$ cat config.mk
export PLATFORM = sky130hd
export DESIGN_NAME = bclk_gen
export DESIGN_NICKNAME = d
export VERILOG_FILES = /design/src/rtl/bclk_gen_pkg.sv /design/src/rtl/wclk_period_meter.sv /design/src/rtl/ratio_lock_tracker.sv /design/src/rtl/bclk_divider.sv /design/src/rtl/bclk_gen.sv
export SDC_FILE = /design/constraint.sdc
export NUM_CORES = 1
export LEC_CHECK = 0
export BUFFER_PORTS_ARGS = -buffer_cell sky130_fd_sc_hd__buf_2
export CAP_MARGIN = 40
export CELL_PAD_IN_SITES_DETAIL_PLACEMENT = 2
export CELL_PAD_IN_SITES_GLOBAL_PLACEMENT = 2
export CORE_ASPECT_RATIO = 1.5
export CORE_MARGIN = 3
export CORE_UTILIZATION = 39
export CTS_BUF_LIST = sky130_fd_sc_hd__clkbuf_4 sky130_fd_sc_hd__clkbuf_8 sky130_fd_sc_hd__clkbuf_16
export DETAILED_ROUTE_END_ITERATION = 10
export PLACE_DENSITY = 0.8
export SLEW_MARGIN = 5
export SYNTH_ARGS = -nofsm -noshare
export SYNTH_HDL_FRONTEND = slang
export SYNTH_SLANG_ARGS = --single-unit
$ cat constraint.sdc
create_clock -name clk -period 4.5 [get_ports clk]
set_input_delay 0.225 -clock clk [delete_from_list [all_inputs] [get_ports clk]]
set_output_delay 0.225 -clock clk [all_outputs]
set_load 0.05 [all_outputs]
$ cat src/rtl/bclk_gen_pkg.sv
package bclk_gen_pkg;

  typedef enum logic [1:0] {
    RC_NONE = 2'd0,
    RC_LOW  = 2'd1,
    RC_MID  = 2'd2,
    RC_HIGH = 2'd3
  } ratio_e;

endpackage

$ cat src/rtl/wclk_period_meter.sv
module wclk_period_meter
  import bclk_gen_pkg::*;
#(
  parameter int unsigned LOW_RATIO  = 256,
  parameter int unsigned MID_RATIO  = 384,
  parameter int unsigned HIGH_RATIO = 512,
  localparam int CW = $clog2(HIGH_RATIO + 1)
) (
  input  logic   clk,
  input  logic   rst,
  input  logic   wclk_i,
  output logic   rise_o,
  output logic   meas_vld_o,
  output ratio_e meas_code_o,
  output logic   overrun_o
);

  logic          wclk_q;
  logic [CW-1:0] cnt;
  logic          seen;
  logic [CW:0]   period;

  assign rise_o     = wclk_i & ~wclk_q;
  assign meas_vld_o = rise_o & seen;
  assign overrun_o  = ~rise_o & (cnt == CW'(HIGH_RATIO));

  always_comb begin
    period      = {1'b0, cnt} + (CW+1)'(1);
    meas_code_o = RC_NONE;
    if (period == (CW+1)'(LOW_RATIO))       meas_code_o = RC_LOW;
    else if (period == (CW+1)'(MID_RATIO))  meas_code_o = RC_MID;
    else if (period == (CW+1)'(HIGH_RATIO)) meas_code_o = RC_HIGH;
  end

  always_ff @(posedge clk) begin
    if (rst) begin
      wclk_q <= 1'b0;
      cnt    <= '0;
      seen   <= 1'b0;
    end else begin
      wclk_q <= wclk_i;
      if (rise_o) begin
        cnt  <= '0;
        seen <= 1'b1;
      end else if (cnt != CW'(HIGH_RATIO)) begin
        cnt <= cnt + CW'(1);
      end
    end
  end

  // a stalled word clock keeps the count pinned at the limit
  assert_count_pinned_R3: assert property (@(posedge clk) disable iff (rst)
    overrun_o |=> (cnt == CW'(HIGH_RATIO)) || $past(rst))
    else $error("count left the limit without an edge");

endmodule

$ cat src/rtl/ratio_lock_tracker.sv
module ratio_lock_tracker
  import bclk_gen_pkg::*;
(
  input  logic   clk,
  input  logic   rst,
  input  logic   meas_vld_i,
  input  ratio_e meas_code_i,
  input  logic   overrun_i,
  output logic   lock_o,
  output ratio_e code_o
);

  always_ff @(posedge clk) begin
    if (rst) begin
      lock_o <= 1'b0;
      code_o <= RC_NONE;
    end else if (meas_vld_i) begin
      if (meas_code_i == RC_NONE) begin
        lock_o <= 1'b0;
        code_o <= RC_NONE;
      end else if (meas_code_i == code_o) begin
        lock_o <= 1'b1;
      end else begin
        lock_o <= 1'b0;
        code_o <= meas_code_i;
      end
    end else if (overrun_i) begin
      lock_o <= 1'b0;
      code_o <= RC_NONE;
    end
  end

  // lock only rises on a measurement edge
  assert_lock_on_measure_R4: assert property (@(posedge clk) disable iff (rst)
    $rose(lock_o) |-> $past(meas_vld_i))
    else $error("lock rose without a measurement");

  // an unsupported period clears lock and code
  assert_bad_period_drops_R3: assert property (@(posedge clk) disable iff (rst)
    (meas_vld_i && meas_code_i == RC_NONE) |=> (!lock_o && code_o == RC_NONE))
    else $error("bad period did not drop lock");

  // a differing valid code unlocks
  assert_mismatch_unlocks_R5: assert property (@(posedge clk) disable iff (rst)
    (meas_vld_i && meas_code_i != RC_NONE && meas_code_i != code_o) |=> !lock_o)
    else $error("mismatch kept lock");

endmodule

$ cat src/rtl/bclk_divider.sv
module bclk_divider
  import bclk_gen_pkg::*;
#(
  parameter int unsigned DIV_I2S_LOW  = 8,
  parameter int unsigned DIV_I2S_MID  = 8,
  parameter int unsigned DIV_I2S_HIGH = 16,
  parameter int unsigned DIV_LJ_LOW   = 4,
  parameter int unsigned DIV_LJ_MID   = 8,
  parameter int unsigned DIV_LJ_HIGH  = 8,
  parameter int unsigned MAX_DIV      = 16,
  localparam int DW = $clog2(MAX_DIV + 1)
) (
  input  logic   clk,
  input  logic   rst,
  input  logic   rise_i,
  input  logic   enable_i,
  input  ratio_e ratio_i,
  input  logic   fmt_lj_i,
  output logic   bclk_o
);

  logic [DW-1:0] div, half, ph, ph_n;

  always_comb begin
    case (ratio_i)
      RC_LOW:  div = fmt_lj_i ? DW'(DIV_LJ_LOW)  : DW'(DIV_I2S_LOW);
      RC_MID:  div = fmt_lj_i ? DW'(DIV_LJ_MID)  : DW'(DIV_I2S_MID);
      RC_HIGH: div = fmt_lj_i ? DW'(DIV_LJ_HIGH) : DW'(DIV_I2S_HIGH);
      default: div = DW'(DIV_I2S_LOW);
    endcase
    half = div >> 1;
    if (rise_i)                    ph_n = '0;
    else if (ph >= div - DW'(1))   ph_n = '0;
    else                           ph_n = ph + DW'(1);
  end

  always_ff @(posedge clk) begin
    if (rst) begin
      ph     <= '0;
      bclk_o <= 1'b0;
    end else begin
      ph     <= ph_n;
      bclk_o <= enable_i && (ph_n >= half);
    end
  end

  // a word-clock edge restarts the phase with the bit clock low
  assert_phase_realign_R8: assert property (@(posedge clk) disable iff (rst)
    rise_i |=> (ph == '0 && !bclk_o))
    else $error("phase not restarted on word-clock edge");

endmodule

$ cat src/rtl/bclk_gen.sv
module bclk_gen
  import bclk_gen_pkg::*;
#(
  parameter int unsigned LOW_RATIO    = 256,
  parameter int unsigned MID_RATIO    = 384,
  parameter int unsigned HIGH_RATIO   = 512,
  parameter int unsigned DIV_I2S_LOW  = 8,
  parameter int unsigned DIV_I2S_MID  = 8,
  parameter int unsigned DIV_I2S_HIGH = 16,
  parameter int unsigned DIV_LJ_LOW   = 4,
  parameter int unsigned DIV_LJ_MID   = 8,
  parameter int unsigned DIV_LJ_HIGH  = 8,
  parameter int unsigned MAX_DIV      = 16
) (
  input  logic       clk,
  input  logic       rst,
  input  logic       wclk_in,
  input  logic       fmt_lj,
  input  logic       ext_mode,
  output logic       bclk,
  output logic       locked,
  output logic [1:0] ratio_code
);

  logic   rise, meas_vld, overrun;
  ratio_e meas_code, cur_code;

  wclk_period_meter #(
    .LOW_RATIO (LOW_RATIO),
    .MID_RATIO (MID_RATIO),
    .HIGH_RATIO(HIGH_RATIO)
  ) u_meter (
    .clk        (clk),
    .rst        (rst),
    .wclk_i     (wclk_in),
    .rise_o     (rise),
    .meas_vld_o (meas_vld),
    .meas_code_o(meas_code),
    .overrun_o  (overrun)
  );

  ratio_lock_tracker u_track (
    .clk        (clk),
    .rst        (rst),
    .meas_vld_i (meas_vld),
    .meas_code_i(meas_code),
    .overrun_i  (overrun),
    .lock_o     (locked),
    .code_o     (cur_code)
  );

  bclk_divider #(
    .DIV_I2S_LOW (DIV_I2S_LOW),
    .DIV_I2S_MID (DIV_I2S_MID),
    .DIV_I2S_HIGH(DIV_I2S_HIGH),
    .DIV_LJ_LOW  (DIV_LJ_LOW),
    .DIV_LJ_MID  (DIV_LJ_MID),
    .DIV_LJ_HIGH (DIV_LJ_HIGH),
    .MAX_DIV     (MAX_DIV)
  ) u_div (
    .clk     (clk),
    .rst     (rst),
    .rise_i  (rise),
    .enable_i(locked & ~ext_mode),
    .ratio_i (cur_code),
    .fmt_lj_i(fmt_lj),
    .bclk_o  (bclk)
  );

  assign ratio_code = cur_code;

  // no bit clock after an unlocked cycle
  assert_quiet_unlocked_R6: assert property (@(posedge clk) disable iff (rst)
    !locked |=> !bclk)
    else $error("bclk toggled while unlocked");

  // external mode silences the generator
  assert_quiet_external_R9: assert property (@(posedge clk) disable iff (rst)
    ext_mode |=> !bclk)
    else $error("bclk toggled in external mode");

  // a locked block always reports a real ratio
  assert_code_when_locked_R2: assert property (@(posedge clk) disable iff (rst)
    locked |-> (ratio_code != 2'd0))
    else $error("locked with empty ratio code");

endmodule

# Yosys cells after proc, flatten, opt, wreduce, memory -nomap -nowiden
# Index checks and enable logic that the tools add are counted.
# classes
n_addsub,4
magnitude_cmp,2
eq_ne,9
n_mux,16
n_bitwise,7
n_reduce_logical,5
# op_table
op,count
"== test 11 x 9 -> 1 bit, second input constant",2
2-to-1 mux 5 bit,3
2-to-1 mux 2 bit,7
"adder 10 x 1 -> 11 bit, second input constant",1
"== test 11 x 10 -> 1 bit, second input constant",1
"adder 10 x 1 -> 10 bit, second input constant",1
"== test 10 bit, second input constant",1
"!= test 10 bit, second input constant",1
one-hot mux 5 bit (2 select lines),1
"adder 5 x 1 -> 5 bit, second input constant",1
greater-or-equal comparator 5 x 4 -> 1 bit,1
greater-or-equal comparator 5 bit,1
"subtractor 5 x 1 -> 5 bit, second input constant",1
AND 1 bit,4
2-to-1 mux 1 bit,4
2-to-1 mux 4 bit,1
"!= test 3 x 2 -> 1 bit, second input constant",1
NOT 1 bit,3
"== test 2 x 1 -> 1 bit, second input constant",1
== test 2 bit,1
"== test 2 bit, second input constant",1
zero test 2 bit,1
AND reduction 2 bit,1
nonzero test 2 bit,1
other kinds (2),2
# totals
register_bits,21
inputBits,5
wordCells,50

# Logic depth before layout (Yosys ltp)
# depth
ltp_word,9
mapped_depth,15
mapped_depth_nobuf,14

# Modules after synthesis
# Synthesis repeated with hierarchy kept, for this count alone.
# unflattened
cells_unflattened,166
area_unflattened_um2,1398.8
# by_module_without_submodules
mod,n_inst,cells_each,area_per_inst_um2,seq_area_each_um2
wclk_period_meter,1,99,784.5,240.2
bclk_divider,1,50,461.7,120.1
ratio_lock_tracker,1,16,138.9,60.1
bclk_gen,1,1,13.8,0.0

# Worst setup path before layout
# Ideal clock, no wire load.
# synth_timing
kind,flip-flop to flip-flop
start,reg u_track.code_o[0]
end,reg u_div.bclk_o
setup_time_ns,0.124
arrival_ns,2.834
required_ns,4.376
setup_slack_ns,1.542
path_stages_with_launch,16
period_less_slack_ns,2.958
path_cell_list,dfxtp_1 nor2b_1 nand2_1 nand2_1 ha_1 ha_1 a21o_1 a211o_1 buf_2 inv_1 nand2_1 ha_1 nor2_1 nand2_1 o221ai_1 o22ai_1
# synth_via
elab_chain_cells,8
# synth_rtl
item,line,text
start: declaration,ratio_lock_tracker.sv:10,output ratio_e code_o
start signal: assignment,ratio_lock_tracker.sv:25,code_o <= meas_code_i;
== test 2 bit / == test 2 x 1 -> 1 bit (equally long branches),bclk_divider.sv:25,case (ratio_i)
one-hot mux 5 bit (2 select lines) (*),bclk_divider.sv:25,
subtractor 5 x 1 -> 5 bit,bclk_divider.sv:33,else if (ph >= div - DW'(1)) ph_n = '0;
greater-or-equal comparator 5 bit,bclk_divider.sv:33,
2-to-1 mux 5 bit,bclk_divider.sv:33,
2-to-1 mux 5 bit,bclk_divider.sv:32,if (rise_i) ph_n = '0;
greater-or-equal comparator 5 x 4 -> 1 bit (*),bclk_divider.sv:43,bclk_o <= enable_i && (ph_n >= half);
logical AND 1 bit (*),bclk_divider.sv:43,
end signal: assignment,bclk_divider.sv:43,
end: declaration,bclk_divider.sv:19,output logic bclk_o
# Mark *: on every way between the ends. The rest lies on a longest branch, timed or not.
# A chain may end at the register's enable or synchronous reset.

# Worst setup path in the final report
# Ends and elaborated chain as after synthesis.

==> results.ini <==
[route]
detailroute.via_count=1193
vias_per_cell=5.74
routed_wirelength_um=3650
residual_antenna_violating_net_count_after_detailed_routing=0
detail_route.iter0.violations=9
remaining_design_rule_violation_count=0
first_pass_iters=2
post_drt_wl_per_cell_um=17.6

[timing]
timing_worst_slew_pin_value_ns=0.631
report.final.setup_viol=0
setup_slack_ns=1.59
setup_total_negative_slack_ns=0
maxClockFrequency_ghz=0.344
relSlewSlack=0.578
fin_skew_ns=0.0107
setup_repair_after_global_routing_missed_its_margin=false
report.final.slew_viol_count=0
finalWorstPathRequiredPeriod_ns=2.91
part_of_the_cycle_the_worst_path_needs=0.647
timing.final.hold_violations=0

[synth]
synth.most_common_cell=sky130_fd_sc_hd__nor2_1
synth_compound_area_frac=0.133
synth.distinct_cells=38
syn_area_cell_um2=8.39
ys_seq_elements=21
synth_enable_flop_cells=0
synth_fp_nets=182
synth_cells=166
yosys.area.top_type_share=0.302
post_synth_and_or_nand_nor_area_fraction=0.276
yosys.area_share.adder=0.0988
synth_top_cells_by_area=sky130_fd_sc_hd__dfxtp_1 (30%), sky130_fd_sc_hd__ha_1 (9.9%), sky130_fd_sc_hd__xor2_1 (6.9%), sky130_fd_sc_hd__nor2_1 (6.5%), sky130_fd_sc_hd__nand2_1 (3.5%)
synth.top_cells.by_count=sky130_fd_sc_hd__nor2_1 (24), sky130_fd_sc_hd__dfxtp_1 (21), sky130_fd_sc_hd__nand2_1 (13)
post_synth_xor_area_fraction=0.101
yosys-mux-area-fraction=0.0252
synth_flop_cell=sky130_fd_sc_hd__dfxtp_1
syn_area_um2=1390
ys_seq_area_frac=0.302
main_combinational_cell_family_by_area_after_synthesis=simple AND/OR/NAND/NOR gates
postSynth.asyncResetShare=0
yosys.area.top_type=sky130_fd_sc_hd__dfxtp_1
yosys_warnings=0

[worst_setup_path]
max_stage_delay_ns=0.45
crit_path_max_fanout=10
worst-path-buf-inv=1
worst_setup_path_end_kind=flop
critical-path-slowest-cell=sky130_fd_sc_hd__dfxtp_1
end_of_the_worst_register_to_register_path=u_div.bclk_o
number_of_cells_on_the_worst_reg_to_reg_path=14
crit-reg2reg-launch=u_track.code_o[0]
worst_setup_path_endpoint=u_div.bclk_o
timing.setup.critical_path_class=flop to flop
crit_chain=nor2b_1 -> nand2_1 -> nand2_1 -> ha_1 -> ha_1 -> a21o_1 -> a211o_1 -> inv_1 -> nand2_1 -> ha_1 -> nor2_1 -> nand2_1 -> o221ai_1 -> o22ai_1
worstSetupStartpointType=flop
required_ns=4.66
crit_arrival_ns=3.07
crit_top_cell=sky130_fd_sc_hd__nand2_1
critical_path.startpoint=u_track.code_o[0]
critical-path-top-delay-family=adder cells
cp.depth=14
reg2reg_setup_slack_ns=1.59

[cts]
cts.htree.levels=1
clk_path_buf_depth=2
clk-insertion-delay-late_ns=0.26
tritoncts_clock_tree=built
cts.root.buffer_cell=sky130_fd_sc_hd__clkbuf_8
post-cts-setup-buffers=0
cts.sinks=21
clkTransAtPathRegs_ns=0.08
cts_made_buffers=3
cts_resized=0
cts_hold_repair.buffers=0

[floorplanning]
fp.coreArea_um2=3420
dieWidth_um=54.8
row_count=26
die_area_um2=4340
initial_standard_cell_utilization_of_the_core=0.408
die_height_um=79.2
io-pin-count=9

[run_status]
result_of_the_run=finished, final reports clean

[placement]
place_hpwl_um=2900
gp_congestion=0.769
number_of_buffers_inserted_by_port_buffering=8
dp_slack_ns=1.59

[grt]
pin_count_of_the_biggest_net_entering_global_routing=16
global_route.overflow_total=0
first_pass_grt_wire_length_um=6230
global_route.usage.total=0.196
antenna_found_initial=0
grt_pass1_vias=1338

[power_and_ir_drop]
netSwitchingPower_uw=84.7
totalPowerFinal_uw=353
static-leakage-power_uw=0.000634
worst_ir_drop_vdd_mv=0.102
clock_power_share=0.378
power.density_cell_area_nw_per_um2=241
switching_share=0.240
power.share.sequential=0.550
cell_int_power_uw=268
power_frac_comb=0.072

[final_layout]
fin_nets=183
post_route_cells_drive_above_1_share=0.0964
antenna-diode-count=0
area_growth_syn_to_layout_pct=5.03

[run]
max_cap_viol_count=0

[worst_hold_path]
hold_class=primary input to flop

-- how the worst min path moves through the flow --
stage                       start              to  slack, ns  depth (start not counted)
after CTS                 wclk_in  u_meter.wclk_q       0.19                          2
final                     wclk_in  u_meter.wclk_q       0.19                          2
after global routing      wclk_in  u_meter.wclk_q       0.20                          2
after global placement    wclk_in  u_meter.wclk_q       0.45                          2
after floorplan               rst  u_meter.wclk_q       0.30                          1
after detailed placement  wclk_in  u_meter.wclk_q       0.47                          2
-- power groups by stage --
stage | combinational (uW) | clock [uW] | sequential, uW
floorplan | 17.9 | 0 | 197
global placement | 23.1 | 0 | 198
detailed placement | 25.7 | 0 | 199
CTS | 26.0 | 138 | 194
global route | 29.0 | 145 | 195
finish | 25.3 | 133 | 194
-- layer usage --
metal,share of wire,GRT usage
met1,0.38,0.205
met2,0.56,0.352
met3,0.019,0.0244
met4,0.037,0.107
met5,0,0
-- area by class of cell --
class                   count  area, um^2
clock buffers               4        48.8
fillers                   416        1950
inverters                   5        18.8
multi-input cells         128         882
flip-flops and latches     21         420
well taps                  42        52.6
repair buffers              8        40.0
-- stage by stage --
stage / utilization / std cells / hold slack [ns] / instance area [um^2]
finish: 0.428 / 208 / 0.194 / 1460
global route: 0.428 / 208 / 0.197 / 1460
CTS: 0.428 / 208 / 0.194 / 1460
detailed placement: 0.414 / 204 / 0.466 / 1410
global placement: 0.414 / 204 / 0.446 / 1410
floorplan: - / 166 / 0.297 / 1390
-- registers in the layout, indices dropped and copies added (netlist names) --
signal and count:
u_div.ph 5, u_meter.wclk_q 1, u_meter.seen 1, u_div.bclk_o 1, u_track.lock_o 1, u_track.code_o 2, u_meter.cnt 10
-- cells by family (layout without fill, tap and decap cells) --
kind of cell             Yosys count  in the layout
buffers and inverters             17             17
multiplexers                       3              3
AO/OA/AOI/OAI                     24             24
AND/OR/NAND/NOR                   74             74
adder cells (fa/ha/maj)           11             11
XOR/XNOR                          16             16
flip-flops                        21             21
-- cell usage in the layout, fill, tap and decap left out, types with 4 or more instances in the layout --
cell / n
sky130_fd_sc_hd__nor2_1: 24
sky130_fd_sc_hd__dfxtp_1: 21
sky130_fd_sc_hd__nand2_1: 13
sky130_fd_sc_hd__xor2_1: 11
sky130_fd_sc_hd__ha_1: 11
sky130_fd_sc_hd__nand3_1: 9
sky130_fd_sc_hd__nor3_1: 8
sky130_fd_sc_hd__buf_2: 8
sky130_fd_sc_hd__inv_1: 5
sky130_fd_sc_hd__nor2b_1: 5
sky130_fd_sc_hd__xnor2_1: 5
sky130_fd_sc_hd__nand4_1: 4
Note: power is estimated with default switching activity, not from simulation.
